===== src/rtl/mac_evt_pkg.sv =====
package mac_evt_pkg;

    localparam int REG_W = 32;

    // status / enable bit positions
    localparam int B_TXDONE   = 0;
    localparam int B_RXDONE   = 1;
    localparam int B_ERRSUM   = 2;
    localparam int B_TXCHAIN  = 3;
    localparam int B_MISSWRAP = 4;
    localparam int B_CRCWRAP  = 8;
    localparam int B_FRMWRAP  = 9;
    localparam int B_OVFWRAP  = 10;
    localparam int B_MGMT     = 12;
    localparam int B_POLL     = 31;

    localparam logic [REG_W-1:0] STAT_IMPL =
        (REG_W'(1) << B_TXDONE)   | (REG_W'(1) << B_RXDONE)  |
        (REG_W'(1) << B_ERRSUM)   | (REG_W'(1) << B_TXCHAIN) |
        (REG_W'(1) << B_MISSWRAP) | (REG_W'(1) << B_CRCWRAP) |
        (REG_W'(1) << B_FRMWRAP)  | (REG_W'(1) << B_OVFWRAP) |
        (REG_W'(1) << B_MGMT);

    // word offsets of the register port
    localparam int OFS_ID   = 0;
    localparam int OFS_STAT = 1;
    localparam int OFS_EN   = 2;
    localparam int OFS_ERRS = 5;
    localparam int OFS_MISS = 6;

    // counter slots; the first three share the packed word in this order
    localparam int NUM_CNT  = 4;
    localparam int NUM_PACK = 3;
    localparam int CNT_CRC  = 0;
    localparam int CNT_FRM  = 1;
    localparam int CNT_OVF  = 2;
    localparam int CNT_MISS = 3;

endpackage


===== src/rtl/mac_evt_counter.sv =====
module mac_evt_counter #(
    parameter int CNT_W = 8
) (
    input  logic             clk,
    input  logic             rst_n,
    input  logic             inc,
    input  logic             clr,
    output logic [CNT_W-1:0] cnt,
    output logic             wrap
);

    typedef struct packed {
        logic [CNT_W-1:0] cnt;
    } cnt_state_t;

    cnt_state_t cnt_d, cnt_q;

    always_comb begin
        cnt_d = cnt_q;
        if (clr) begin
            // a strobe arriving with the clearing read is counted
            cnt_d.cnt = inc ? CNT_W'(1) : '0;
        end else if (inc) begin
            cnt_d.cnt = cnt_q.cnt + CNT_W'(1);
        end
    end

    always_ff @(posedge clk) begin
        if (!rst_n) begin
            cnt_q <= '0;
        end else begin
            cnt_q <= cnt_d;
        end
    end

    assign cnt  = cnt_q.cnt;
    assign wrap = inc && !clr && (cnt_q.cnt == '1);

endmodule


===== src/rtl/mac_evt_status.sv =====
module mac_evt_status #(
    parameter int              NB   = 32,
    parameter logic [NB-1:0]   IMPL = '1
) (
    input  logic          clk,
    input  logic          rst_n,
    input  logic [NB-1:0] set_vec,
    input  logic [NB-1:0] clr_vec,
    output logic [NB-1:0] stat
);

    typedef struct packed {
        logic [NB-1:0] bits;
    } stat_state_t;

    stat_state_t st_d, st_q;

    always_comb begin
        st_d = st_q;
        // clear first, then set: a same-cycle event wins
        st_d.bits = ((st_q.bits & ~clr_vec) | set_vec) & IMPL;
    end

    always_ff @(posedge clk) begin
        if (!rst_n) begin
            st_q <= '0;
        end else begin
            st_q <= st_d;
        end
    end

    assign stat = st_q.bits;

endmodule


===== src/rtl/mac_evt_unit.sv =====
module mac_evt_unit
    import mac_evt_pkg::*;
#(
    parameter int          ADDR_W   = 4,
    parameter int          CNT_W    = 8,
    parameter logic [31:0] ID_VALUE = 32'h0005_AC01
) (
    input  logic              clk,
    input  logic              rst_n,
    input  logic [ADDR_W-1:0] reg_addr,
    input  logic              reg_wr,
    input  logic              reg_rd,
    input  logic [31:0]       reg_wdata,
    output logic [31:0]       reg_rdata,
    input  logic              ev_tx_done,
    input  logic              ev_rx_done,
    input  logic              ev_tx_chain_err,
    input  logic              ev_mgmt_done,
    input  logic              ev_crc_err,
    input  logic              ev_frame_err,
    input  logic              ev_ovfl_err,
    input  logic              ev_missed,
    output logic              irq,
    output logic              tx_poll
);

    // the packed error word must hold three counters
    localparam int PACK_BITS = NUM_PACK * CNT_W;

    typedef struct packed {
        logic [REG_W-1:0] en;
        logic [REG_W-1:0] rdata;
        logic             poll;
    } top_state_t;

    top_state_t top_d, top_q;

    logic [REG_W-1:0] stat_q;
    logic [REG_W-1:0] en_q;
    logic [REG_W-1:0] set_vec;
    logic [REG_W-1:0] clr_vec;
    logic [REG_W-1:0] rd_mux;

    logic [NUM_CNT-1:0] cnt_inc;
    logic [NUM_CNT-1:0] cnt_clr;
    logic [NUM_CNT-1:0] cnt_wrap;
    logic [CNT_W-1:0]   cnt_val [NUM_CNT];

    logic sel_stat, sel_en, sel_errs, sel_miss;

    assign sel_stat = (reg_addr == ADDR_W'(OFS_STAT));
    assign sel_en   = (reg_addr == ADDR_W'(OFS_EN));
    assign sel_errs = (reg_addr == ADDR_W'(OFS_ERRS));
    assign sel_miss = (reg_addr == ADDR_W'(OFS_MISS));

    // ---------------------------------------------------------------
    // error counters
    // ---------------------------------------------------------------
    always_comb begin
        cnt_inc           = '0;
        cnt_inc[CNT_CRC]  = ev_crc_err;
        cnt_inc[CNT_FRM]  = ev_frame_err;
        cnt_inc[CNT_OVF]  = ev_ovfl_err;
        cnt_inc[CNT_MISS] = ev_missed;
    end

    for (genvar gi = 0; gi < NUM_CNT; gi++) begin : g_cnt
        if (gi < NUM_PACK) begin : g_packed
            assign cnt_clr[gi] = reg_rd && sel_errs;
        end else begin : g_alone
            assign cnt_clr[gi] = reg_rd && sel_miss;
        end

        mac_evt_counter #(
            .CNT_W (CNT_W)
        ) u_cnt (
            .clk   (clk),
            .rst_n (rst_n),
            .inc   (cnt_inc[gi]),
            .clr   (cnt_clr[gi]),
            .cnt   (cnt_val[gi]),
            .wrap  (cnt_wrap[gi])
        );
    end

    // ---------------------------------------------------------------
    // status register
    // ---------------------------------------------------------------
    always_comb begin
        set_vec             = '0;
        set_vec[B_TXDONE]   = ev_tx_done;
        set_vec[B_RXDONE]   = ev_rx_done;
        set_vec[B_TXCHAIN]  = ev_tx_chain_err;
        set_vec[B_MGMT]     = ev_mgmt_done;
        set_vec[B_CRCWRAP]  = cnt_wrap[CNT_CRC];
        set_vec[B_FRMWRAP]  = cnt_wrap[CNT_FRM];
        set_vec[B_OVFWRAP]  = cnt_wrap[CNT_OVF];
        set_vec[B_MISSWRAP] = cnt_wrap[CNT_MISS];
        set_vec[B_ERRSUM]   = |cnt_wrap;
    end

    assign clr_vec = (reg_wr && sel_stat) ? reg_wdata : '0;

    mac_evt_status #(
        .NB   (REG_W),
        .IMPL (STAT_IMPL)
    ) u_stat (
        .clk     (clk),
        .rst_n   (rst_n),
        .set_vec (set_vec),
        .clr_vec (clr_vec),
        .stat    (stat_q)
    );

    // ---------------------------------------------------------------
    // read multiplexer
    // ---------------------------------------------------------------
    always_comb begin
        rd_mux = '0;
        case (reg_addr)
            ADDR_W'(OFS_ID):   rd_mux = ID_VALUE;
            ADDR_W'(OFS_STAT): rd_mux = stat_q;
            ADDR_W'(OFS_EN):   rd_mux = top_q.en;
            ADDR_W'(OFS_ERRS): begin
                for (int i = 0; i < NUM_PACK; i++) begin
                    rd_mux[i*CNT_W +: CNT_W] = cnt_val[i];
                end
            end
            ADDR_W'(OFS_MISS): rd_mux[CNT_W-1:0] = cnt_val[CNT_MISS];
            default:           rd_mux = '0;
        endcase
    end

    // ---------------------------------------------------------------
    // enable, read data and poll pulse
    // ---------------------------------------------------------------
    always_comb begin
        top_d      = top_q;
        top_d.poll = reg_wr && sel_stat && reg_wdata[B_POLL];
        if (reg_wr && sel_en) begin
            top_d.en = reg_wdata & STAT_IMPL;
        end
        if (reg_rd) begin
            top_d.rdata = rd_mux;
        end
    end

    always_ff @(posedge clk) begin
        if (!rst_n) begin
            top_q <= '0;
        end else begin
            top_q <= top_d;
        end
    end

    assign en_q      = top_q.en;
    assign reg_rdata = top_q.rdata;
    assign tx_poll   = top_q.poll;
    assign irq       = |(stat_q & en_q);

    if (PACK_BITS > REG_W) begin : g_width_bad
        $error("three counters of CNT_W bits do not fit one register word");
    end

endmodule


===== config.mk =====
export PLATFORM = sky130hd
export DESIGN_NAME = mac_evt_unit
export DESIGN_NICKNAME = d
export VERILOG_FILES = /design/src/rtl/mac_evt_pkg.sv /design/src/rtl/mac_evt_counter.sv /design/src/rtl/mac_evt_status.sv /design/src/rtl/mac_evt_unit.sv
export SDC_FILE = /design/constraint.sdc
export NUM_CORES = 1
export LEC_CHECK = 0
export ABC_CLOCK_PERIOD_IN_PS = 2020
export BUFFER_PORTS_ARGS = -buffer_cell sky130_fd_sc_hd__buf_2
export CORE_ASPECT_RATIO = 0.75
export CORE_MARGIN = 10
export CORE_UTILIZATION = 53
export DETAILED_ROUTE_END_ITERATION = 8
export PLACE_DENSITY = 0.85
export SLEW_MARGIN = 20
export SYNTH_ARGS = -nofsm -noshare
export SYNTH_HDL_FRONTEND = slang
export SYNTH_SLANG_ARGS = --single-unit
export TNS_END_PERCENT = 10

===== constraint.sdc =====
create_clock -name clk -period 2.02 [get_ports clk]
set_clock_uncertainty 0.2 [all_clocks]
set_input_delay 0.101 -clock clk [delete_from_list [all_inputs] [get_ports clk]]
set_output_delay 0.101 -clock clk [all_outputs]
set_load 0.02 [all_outputs]

# Word level (Yosys, flattened, before mapping)

Index checks and enable logic that the tools add are counted.

Output and inout port bits: 34
Logic and storage cells: 61
Bits in registers: 83
Input bits: 48

Bitwise logic cells: 4
Muxes and demuxes: 15
Reductions and logical operators: 22
Eq/ne operators: 8
Add/sub/neg operators: 4

Operators with widths:

| operator            | count |
|---|---|
| $mux 8              | 8 |
| $pmux 16 s4         | 1 |
| $pmux 8 s5          | 1 |
| $add 8x1->8 const B | 4 |
| $eq 8x8->1 const B  | 4 |
| $reduce_or 32->1    | 1 |
| $and 13x13->13      | 2 |
| $logic_and 1x1->1   | 13 |
| $mux 13             | 1 |
| $not 13->13         | 1 |
| $or 13x13->13       | 1 |
| $eq 4x3->1 const B  | 2 |
| $reduce_bool 2->1   | 4 |
| $eq 4x1->1 const B  | 1 |
| $eq 4x2->1 const B  | 1 |
| $logic_not 4->1     | 1 |
| $mux 1              | 4 |
| $reduce_or 4->1     | 1 |
| $logic_not 1->1     | 2 |

# Longest topological paths before layout

Gate-level depths: netlist of run 1.

Depth after elaboration: 7
Gate-level depth with buffers: 8
Mapped depth without buffers: 6

# Modules after synthesis

A second synthesis of run 1 with hierarchy kept.

Cells, all modules: 488
Area total of the unflattened synthesis: 4428.0 um2

Modules (own cells, without submodules):

| module          | area an instance (um2) | instances | seq. area each (um2) | cells each |
|---|---|---|---|---|
| mac_evt_unit    | 2392.3                 | 1         | 840.8                | 276 |
| mac_evt_counter | 369.1                  | 4         | 160.2                | 40 |
| mac_evt_status  | 559.3                  | 1         | 180.2                | 52 |

# Worst setup path before layout of run 1

No wires, ideal clock.

Path kind: reg-to-reg
Start: reg g_cnt[2].u_cnt.cnt_q, in the netlist g_cnt[2].u_cnt.cnt[0]
End: reg u_stat.st_q, in the netlist u_stat.stat[2]
Stages on the path, launching flop included: 7
Arrival time: 1.225 ns
Path slack: 0.525 ns
Data required time: 1.750 ns
Clock period less this slack: 1.495 ns
Library setup time: 0.070 ns
Path buffers: 0
Cell sequence: dfxtp_1 > ha_1 > and3_1 > nand4_1 > nor3_1 > nor3_1 > a21boi_1

Word-level cells in the longest chain between the ends: 4

Ends and longest elaborated chain:

| element                | line                  | text |
|---|---|---|
| from (decl)            | mac_evt_counter.sv:16 | `cnt_state_t cnt_d, cnt_q;` |
| from (signal assigned) | mac_evt_counter.sv:32 | `cnt_q <= cnt_d;` |
| $eq 8x8->1             | mac_evt_counter.sv:37 | `assign wrap = inc && !clr && (cnt_q.cnt == '1);` |
| $logic_and 1x1->1      | mac_evt_counter.sv:37 |  |
| $reduce_or 4->1        | mac_evt_unit.sv:99    | `set_vec[B_ERRSUM] = \|cnt_wrap;` |
| $or 13x13->13          | mac_evt_status.sv:21  | `st_d.bits = ((st_q.bits & ~clr_vec) \| set_vec) & IMPL;` |
| to (signal assigned)   | mac_evt_status.sv:28  | `st_q <= st_d;` |
| to (decl)              | mac_evt_status.sv:16  | `stat_state_t st_d, st_q;` |

Every way passes these cells.
A chain may end at the register's enable or synchronous reset.

# Final worst setup path of run 1

Start: reg u_stat.st_q, in the netlist u_stat.stat[3]
End: out irq

Word-level cells in the longest chain between the ends: 2

Ends and longest elaborated chain:

| element          | line                | text |
|---|---|---|
| $and 13x13->13   | mac_evt_unit.sv:159 | `assign irq = \|(stat_q & en_q);` |
| $reduce_or 32->1 | mac_evt_unit.sv:159 |  |
| to (decl)        | mac_evt_unit.sv:23  | `output logic irq,` |

Every way passes these cells.

==> flow_results.xml, run 1 <==
<?xml version="1.0" encoding="UTF-8"?>
<metrics>
  <group name="critical_path">
    <metric name="worstPathBufferInverterCount" unit="">1</metric>
    <metric name="worst_path_max_delay_cell" unit="">sky130_fd_sc_hd__dfxtp_1</metric>
    <metric name="crit_chain" unit="">a22o_1, a221oi_2, nand3_1, buf_2</metric>
    <metric name="path_depth" unit="">4</metric>
    <metric name="timing.critical_path.arrival" unit="ns">1.56</metric>
    <metric name="crit_path_max_fanout" unit="">3</metric>
    <metric name="worst_r2r_path_depth" unit="">6</metric>
    <metric name="worst-setup-path-type" unit="">reg -&gt; out</metric>
    <metric name="cpLargestDelayFamily" unit="">compound AO/OA/AOI/OAI gates</metric>
    <metric name="setup.worst_path.end_class" unit="">primary output</metric>
    <metric name="timing.critical_path.slowest_cell_delay" unit="ns">0.36</metric>
    <metric name="worstPathRequired" unit="ns">1.72</metric>
    <metric name="crit_path_start_kind" unit="">flip-flop</metric>
  </group>
  <group name="drt">
    <metric name="number_of_violations_reported_at_the_end_of_detailed_routing_iteration_0" unit="">276</metric>
    <metric name="detail_route.drc_violations" unit="">0</metric>
    <metric name="drt_pass1_iterations" unit="">6</metric>
    <metric name="wl" unit="mm">9.47</metric>
    <metric name="routed-via-count" unit="">3242</metric>
    <metric name="drtAntennaViolNets" unit="">0</metric>
    <metric name="routed_wire_length_per_instance" unit="um">16.8</metric>
    <metric name="vias_cell" unit="">5.75</metric>
  </group>
  <group name="pwr">
    <metric name="vdd_drop_max" unit="uV">681</metric>
    <metric name="power_density" unit="nW/um^2">720</metric>
    <metric name="report.power.total" unit="uW">3090</metric>
    <metric name="total_leakage_power" unit="uW">0.00167</metric>
  </group>
  <group name="floorplan">
    <metric name="fp.dieArea" unit="um^2">10200</metric>
    <metric name="die-height" unit="um">90.0</metric>
    <metric name="rows" unit="">25</metric>
    <metric name="chipWidth" unit="um">113</metric>
    <metric name="start_util" unit="%">54.8</metric>
    <metric name="coreArea" unit="um^2">6320</metric>
    <metric name="i_o_pin_count" unit="">82</metric>
  </group>
  <group name="cells_and_area">
    <metric name="most_common_cell_after_layout_fill_and_taps_aside" unit="">sky130_fd_sc_hd__dfxtp_1</metric>
    <metric name="layout_common_cells" unit="">sky130_fd_sc_hd__dfxtp_1, sky130_fd_sc_hd__buf_2, sky130_fd_sc_hd__nor2_1</metric>
    <metric name="non_filler_cells_final" unit="">564</metric>
    <metric name="filler_cells" unit="">478</metric>
    <metric name="final_antenna_diode_count" unit="">0</metric>
    <metric name="final_layout_size_suffix_gt1_share" unit="%">18.0</metric>
    <metric name="flow.area_growth_from_synthesis" unit="%">24.2</metric>
    <metric name="num-nets-final" unit="">530</metric>
    <metric name="finish.instance_area" unit="um^2">4300</metric>
  </group>
  <group name="worst_hold_path">
    <metric name="hold-path-cell-count" unit="">3</metric>
    <metric name="min_path_type" unit="">in -&gt; reg</metric>
  </group>
  <group name="sta">
    <metric name="min_period" unit="ns">1.86</metric>
    <metric name="final-hold-violation-count" unit="">0</metric>
    <metric name="finalCritPeriodShare" unit="%">92.0</metric>
    <metric name="number_of_max_slew_violations_in_the_final_report" unit="">0</metric>
    <metric name="tightestPinTransition" unit="ns">0.522</metric>
    <metric name="setup_repair_after_global_routing_missed_its_margin" unit="">no</metric>
    <metric name="fin_tns_setup" unit="ns">0</metric>
    <metric name="finalSetupViolations" unit="">0</metric>
    <metric name="fmax" unit="MHz">538</metric>
    <metric name="max-slew-margin-rel" unit="%">64.9</metric>
    <metric name="worst_slack" unit="ns">0.162</metric>
  </group>
  <group name="placed_design">
    <metric name="numPlacedInstances" unit="">517</metric>
    <metric name="io_port_bufs" unit="">51</metric>
    <metric name="routabilityCongestion" unit="">0.860</metric>
    <metric name="post_dp_cell_area" unit="um^2">3760</metric>
    <metric name="dpl.hpwl" unit="mm">6.16</metric>
    <metric name="placement.setup.worst_slack" unit="ns">0.288</metric>
  </group>
  <group name="synth">
    <metric name="post_synth_edffs" unit="">0</metric>
    <metric name="synth_flop_cell" unit="">sky130_fd_sc_hd__dfxtp_1</metric>
    <metric name="ys_seq_area_share" unit="%">43.4</metric>
    <metric name="post_synth_instance_area" unit="um^2">3460</metric>
    <metric name="post_synth_inst_count" unit="">398</metric>
    <metric name="yosys_warnings" unit="">0</metric>
    <metric name="number_of_distinct_standard_cells_referenced_by_the_synthesized_netlist" unit="">43</metric>
    <metric name="synth_async_sr_flop_share" unit="%">0</metric>
    <metric name="syn_area_per_cell" unit="um^2">8.70</metric>
    <metric name="synth-seq-cells" unit="">75</metric>
  </group>
  <group name="grt">
    <metric name="antenna_found_initial" unit="">0</metric>
    <metric name="grt-ovfl-total" unit="">0</metric>
    <metric name="number_of_global_route_vias_before_repair" unit="">3210</metric>
    <metric name="grt_pass1_wl" unit="mm">15.8</metric>
    <metric name="globalRouteTotalUtil" unit="%">18.6</metric>
    <metric name="maximum_number_of_pins_on_one_net_before_global_route_repair" unit="">31</metric>
  </group>
  <group name="clock_tree">
    <metric name="clock-sinks" unit="">75</metric>
    <metric name="tritoncts.num_buffers" unit="">9</metric>
    <metric name="h-tree-depth" unit="">3</metric>
    <metric name="cts_tree" unit="">yes</metric>
    <metric name="max-clock-path-buffers" unit="">2</metric>
    <metric name="cts_root_buf" unit="">sky130_fd_sc_hd__clkbuf_8</metric>
    <metric name="worst_skew_pair.late_latency" unit="ns">0.35</metric>
    <metric name="clk_pin_slew_worst_paths" unit="ns">0.08</metric>
  </group>
  <group name="flow_run">
    <metric name="max_cap_violations" unit="">0</metric>
  </group>
  <group name="run_status">
    <metric name="run_status" unit="">completed</metric>
  </group>
</metrics>
-- synthesized netlist by cell type (5+ instances only) --
library cell               count  area (um^2)
sky130_fd_sc_hd__nor2_1       48          180
sky130_fd_sc_hd__nand3_1      24          120
sky130_fd_sc_hd__a21boi_0     16          120
sky130_fd_sc_hd__a22o_1        5         43.8
sky130_fd_sc_hd__o21ai_0       7         35.0
sky130_fd_sc_hd__dfxtp_1      75         1500
sky130_fd_sc_hd__xor2_1       20          175
sky130_fd_sc_hd__a21oi_1      18         90.1
sky130_fd_sc_hd__xnor2_1       8         70.1
sky130_fd_sc_hd__buf_2         7         35.0
sky130_fd_sc_hd__clkbuf_1     12         45.0
sky130_fd_sc_hd__and3_1        5         31.3
sky130_fd_sc_hd__nand4_1      11         68.8
sky130_fd_sc_hd__a22oi_1      12         90.1
sky130_fd_sc_hd__nand2_1      47          176
sky130_fd_sc_hd__buf_4        11         82.6
sky130_fd_sc_hd__o21a_1        8         60.1
sky130_fd_sc_hd__nor2b_1      21          131
-- per-layer routing --
metal  vias up  global-route usage [%]  share of wire, %
li1       1518                       -                 -
met1      1533                    22.7                43
met2       166                    29.1                46
met3        25                    6.97               8.8
met4         0                    6.75               2.3
met5         -                       0                 0
-- final timing paths --
check / end / slack (ns) / from
worst max-delay path: irq / 0.16 / u_stat.stat[3]
worst min-delay path: reg_rdata[0] / 0.02 / reg_addr[3]
worst max register to register: u_stat.stat[2] / 0.24 / g_cnt[2].u_cnt.cnt[0]
worst min register to register: reg_rdata[20] / 0.28 / reg_rdata[20]
-- per-stage QoR --
step                      utilization, %  hold slack [ns]
after floorplan                        -           0.0395
after global placement              59.6            0.127
after detailed placement            59.6            0.135
after CTS                           67.9           0.0122
after global routing                68.0           0.0702
final                               68.0           0.0215
-- logic make-up (layout without fill, tap and decap cells) --
kind of cell,count (synthesis),in the layout,share of synthesized area [%]
xor gates and xnor gates,28,28,7.09
adders and majority gates,4,4,1.45
DFF,75,75,43.4
buffers and inverters,35,113,5.46
muxes,4,4,1.16
AOI/OAI and AO/OA,79,79,16.2
other,1,8,0.108
and+or+nand+nor,172,172,25.2
-- area by class of cell --
type,count,area (um^2),area share [%]
multi-input combinational,295,1800,42.0
sequential,75,1500,34.9
timing repair buffer,93,661,15.4
clock buffer,9,124,2.88
tap,81,101,2.36
clock inverter,7,92.6,2.15
inverter,4,15.0,0.349
-- registers in the layout (all words and copies together), names as in the netlist --
name / flops
g_cnt.u_cnt.cnt: 32
reg_rdata: 24
en_q: 9
u_stat.stat: 9
tx_poll: 1
-- tightest hold or removal path, delay by kind of cell --
| kind | cells | cell delay, ns |
|---|---|---|
| AOI/OAI and AO/OA | 2 | 0.22 |
| buffers and inverters | 1 | 0.20 |
-- what timing repair did --
item                                    in CTS  in global routing
endpoints found under the setup margin       0                  1
hold endpoints to repair                    33                  0
buffers inserted                             0                  0
gates resized for setup                      0                  1
hold buffers                                31                  0
-- report_power, final --
part           leakage [uW]  internal (uW)  switching, uW  total [uW]
clock              0.000101            690            569        1260
combinational      0.000957            125            166         290
sequential         0.000608           1510           34.3        1540
total               0.00167           2320            770        3090
No activity file was read; power rests on OpenSTA's default activity.
==> inputs of run 2 (changes only) <==
- ABC_CLOCK_PERIOD_IN_PS: 2020 -> 1600
- CORE_UTILIZATION: 53 -> 48
- PLACE_DENSITY: 0.85 -> 0.81
- clock period: 2.02 -> 1.6 ns (I/O delays scaled with it)
==> run 2 against run 1 <==
  * The flow now finishes with violations (setup timing)
  * Hold slack improved by 0.043 ns
  * Clock-buffer cell count rose by 1
  * Via count rose by 0.89%
  * Final cell count rose by 8.9%
  * Sequential share of layout area fell by 2.0 points
  * Wire length rose by 1.9%
  * Combinational power rose by 52%
  * First-iteration DRC count fell by 19%
  * Setup slack got worse by 0.26 ns
  * Clock power rose by 17%
  * Die area rose by 8.3%
  * Sequential cell count did not move
==> flow_results.xml, run 2 (synthesis gave the netlist of run 1 again) <==
<?xml version="1.0" encoding="UTF-8"?>
<metrics>
  <group name="run_status">
    <metric name="run_status" unit="">finished with violations</metric>
    <metric name="violated_checks" unit="">setup timing</metric>
  </group>
  <group name="cells_and_area">
    <metric name="filler_cells" unit="">543</metric>
    <metric name="final_antenna_diode_count" unit="">0</metric>
    <metric name="multiInputGateArea" unit="um^2">1810</metric>
    <metric name="final_core_utilization" unit="%">66.3</metric>
    <metric name="num-nets-final" unit="">563</metric>
    <metric name="final_layout_size_suffix_gt1_share" unit="%">26.6</metric>
    <metric name="register_area" unit="um^2">1510</metric>
    <metric name="largest_reg_flops" unit="">32</metric>
    <metric name="most_common_cell_after_layout_fill_and_taps_aside" unit="">sky130_fd_sc_hd__dfxtp_1</metric>
    <metric name="layout_common_cells" unit="">sky130_fd_sc_hd__dfxtp_1, sky130_fd_sc_hd__buf_4, sky130_fd_sc_hd__buf_2</metric>
    <metric name="flow.area_growth_from_synthesis" unit="%">32.2</metric>
  </group>
  <group name="pwr">
    <metric name="power_switching" unit="uW">974</metric>
    <metric name="report.power.total" unit="uW">3850</metric>
    <metric name="clockPowerShare" unit="%">38.3</metric>
    <metric name="comb_power_share" unit="%">11.4</metric>
    <metric name="intPower" unit="uW">2880</metric>
    <metric name="vdd_drop_max" unit="uV">652</metric>
    <metric name="power_density" unit="nW/um^2">841</metric>
    <metric name="p_seq_share" unit="%">50.2</metric>
    <metric name="sw_frac_of_total" unit="%">25.3</metric>
    <metric name="total_leakage_power" unit="uW">0.00188</metric>
  </group>
  <group name="critical_path">
    <metric name="timing.critical_path.arrival" unit="ns">1.42</metric>
    <metric name="crit_path_max_fanout" unit="">2</metric>
    <metric name="worst-setup-path-type" unit="">reg -&gt; out</metric>
    <metric name="worstPathRequired" unit="ns">1.32</metric>
    <metric name="rrSetupSlack" unit="ns">0.01</metric>
    <metric name="crit_path_start_kind" unit="">flip-flop</metric>
    <metric name="setup.worst_path.end_class" unit="">primary output</metric>
  </group>
  <group name="floorplan">
    <metric name="i_o_pin_count" unit="">82</metric>
    <metric name="coreArea" unit="um^2">6900</metric>
    <metric name="fp.dieArea" unit="um^2">11000</metric>
    <metric name="start_util" unit="%">50.2</metric>
    <metric name="chipWidth" unit="um">118</metric>
    <metric name="die-height" unit="um">93.5</metric>
    <metric name="rows" unit="">26</metric>
  </group>
  <group name="clock_tree">
    <metric name="cts_root_buf" unit="">sky130_fd_sc_hd__clkbuf_8</metric>
    <metric name="max-clock-path-buffers" unit="">2</metric>
    <metric name="clk_pin_slew_worst_paths" unit="ns">0.08</metric>
    <metric name="worst_skew_pair.late_latency" unit="ns">0.35</metric>
    <metric name="cts_tree" unit="">yes</metric>
    <metric name="h-tree-depth" unit="">3</metric>
    <metric name="clock-sinks" unit="">75</metric>
    <metric name="tritoncts.num_buffers" unit="">9</metric>
  </group>
  <group name="sta">
    <metric name="final-hold-violation-count" unit="">0</metric>
    <metric name="worst_slack" unit="ns">-0.0960</metric>
    <metric name="fmax" unit="MHz">590</metric>
    <metric name="number_of_max_slew_violations_in_the_final_report" unit="">0</metric>
    <metric name="finalSetupViolations" unit="">1</metric>
    <metric name="finalCritPeriodShare" unit="%">106</metric>
    <metric name="setup_repair_after_global_routing_missed_its_margin" unit="">yes</metric>
    <metric name="min_period" unit="ns">1.70</metric>
  </group>
  <group name="drt">
    <metric name="vias_cell" unit="">5.33</metric>
    <metric name="drt_pass1_iterations" unit="">5</metric>
    <metric name="wl" unit="mm">9.65</metric>
    <metric name="drtAntennaViolNets" unit="">0</metric>
    <metric name="routed-via-count" unit="">3271</metric>
    <metric name="routed_wire_length_per_instance" unit="um">15.7</metric>
    <metric name="number_of_violations_reported_at_the_end_of_detailed_routing_iteration_0" unit="">223</metric>
    <metric name="detail_route.drc_violations" unit="">0</metric>
  </group>
  <group name="grt">
    <metric name="grt-ovfl-total" unit="">0</metric>
    <metric name="antenna_found_initial" unit="">0</metric>
    <metric name="maximum_number_of_pins_on_one_net_before_global_route_repair" unit="">27</metric>
    <metric name="grt_pass1_wl" unit="mm">15.8</metric>
    <metric name="globalRouteTotalUtil" unit="%">17.4</metric>
    <metric name="number_of_global_route_vias_before_repair" unit="">3227</metric>
  </group>
  <group name="worst_hold_path">
    <metric name="min_path_type" unit="">in -&gt; reg</metric>
  </group>
  <group name="flow_run">
    <metric name="max_cap_violations" unit="">0</metric>
  </group>
  <group name="placed_design">
    <metric name="dpl.hpwl" unit="mm">6.90</metric>
    <metric name="io_port_bufs" unit="">51</metric>
    <metric name="routabilityCongestion" unit="">0.925</metric>
    <metric name="placement.setup.worst_slack" unit="ns">-0.0561</metric>
  </group>
</metrics>
[run 2: cell types whose count changed in the layout (fill, tap and decap cells not counted), moves of 2 or more]
cell and change:
sky130_fd_sc_hd__dfxtp_1 -5, sky130_fd_sc_hd__buf_4 +41, sky130_fd_sc_hd__buf_12 +2, sky130_fd_sc_hd__dfxtp_2 +5, sky130_fd_sc_hd__clkinv_4 +2, sky130_fd_sc_hd__dlygate4sd3_1 -10, sky130_fd_sc_hd__clkinvlp_4 -2
[run 2: final timing paths]
path,from,endpoint,depth (start not counted)
min reg2reg,reg_rdata[21],reg_rdata[21],2
min,reg_rd,reg_rdata[4],4
max reg2reg,g_cnt[2].u_cnt.cnt[0],u_stat.stat[2],6
max,en_q[3],irq,4
[run 2: layer usage]
metal	routed length [um]	vias to the layer above	part of all wire, %	global-route usage [%]
li1	-	1592	-	-
met1	4360	1557	45	21.2
met2	4540	111	47	29.5
met4	115	0	1.2	5.65
met5	0	-	0	0
met3	627	11	6.5	4.56
[run 2: through the flow]
step	TNS [ns]	std cells	hold WS, ns	instance area (um^2)
5_1_grt	-0.301	614	0.0929	4580
3_3_place_gp	-0.000511	575	0.106	4120
6_report	-0.0960	614	0.0648	4580
4_1_cts	-0.0847	614	0.0572	4570
2_1_floorplan	0	405	0.0185	3490
3_5_place_dp	-0.128	575	0.114	4120
[run 2: repair_timing]
action                                 in CTS  in global routing
buffers inserted                            2                  0
pin swaps                                   2                  2
hold buffers                               21                  0
setup endpoints to repair                   2                  5
resized for setup                           6                  4
endpoints found under the hold margin      43                  0
[run 2: layout make-up]
| type | count | share of cell area (%) |
|---|---|---|
| Multi-Input combinational cell | 295 | 39.6 |
| Sequential cell | 75 | 33.0 |
| Timing Repair Buffer | 126 | 20.0 |
| Clock buffer | 10 | 3.01 |
| Tap cell | 98 | 2.68 |
| Clock inverter | 6 | 1.42 |
| Inverter | 4 | 0.328 |
[run 2: worst max-delay path: stages, from the launching register on]
cell,delay (ns)
sky130_fd_sc_hd__dfxtp_2,0.33
sky130_fd_sc_hd__a22o_1,0.23
sky130_fd_sc_hd__a221oi_2,0.18
sky130_fd_sc_hd__nand3_1,0.16
sky130_fd_sc_hd__buf_6,0.17
[run 2: power by group through the flow]
stage / clock network, uW / logic (uW) / registers [uW]
after floorplan: 0 / 216 / 1990
after global placement: 0 / 372 / 1970
after detailed placement: 0 / 382 / 1980
after CTS: 1490 / 431 / 1930
after global routing: 1580 / 482 / 1940
final: 1480 / 440 / 1930
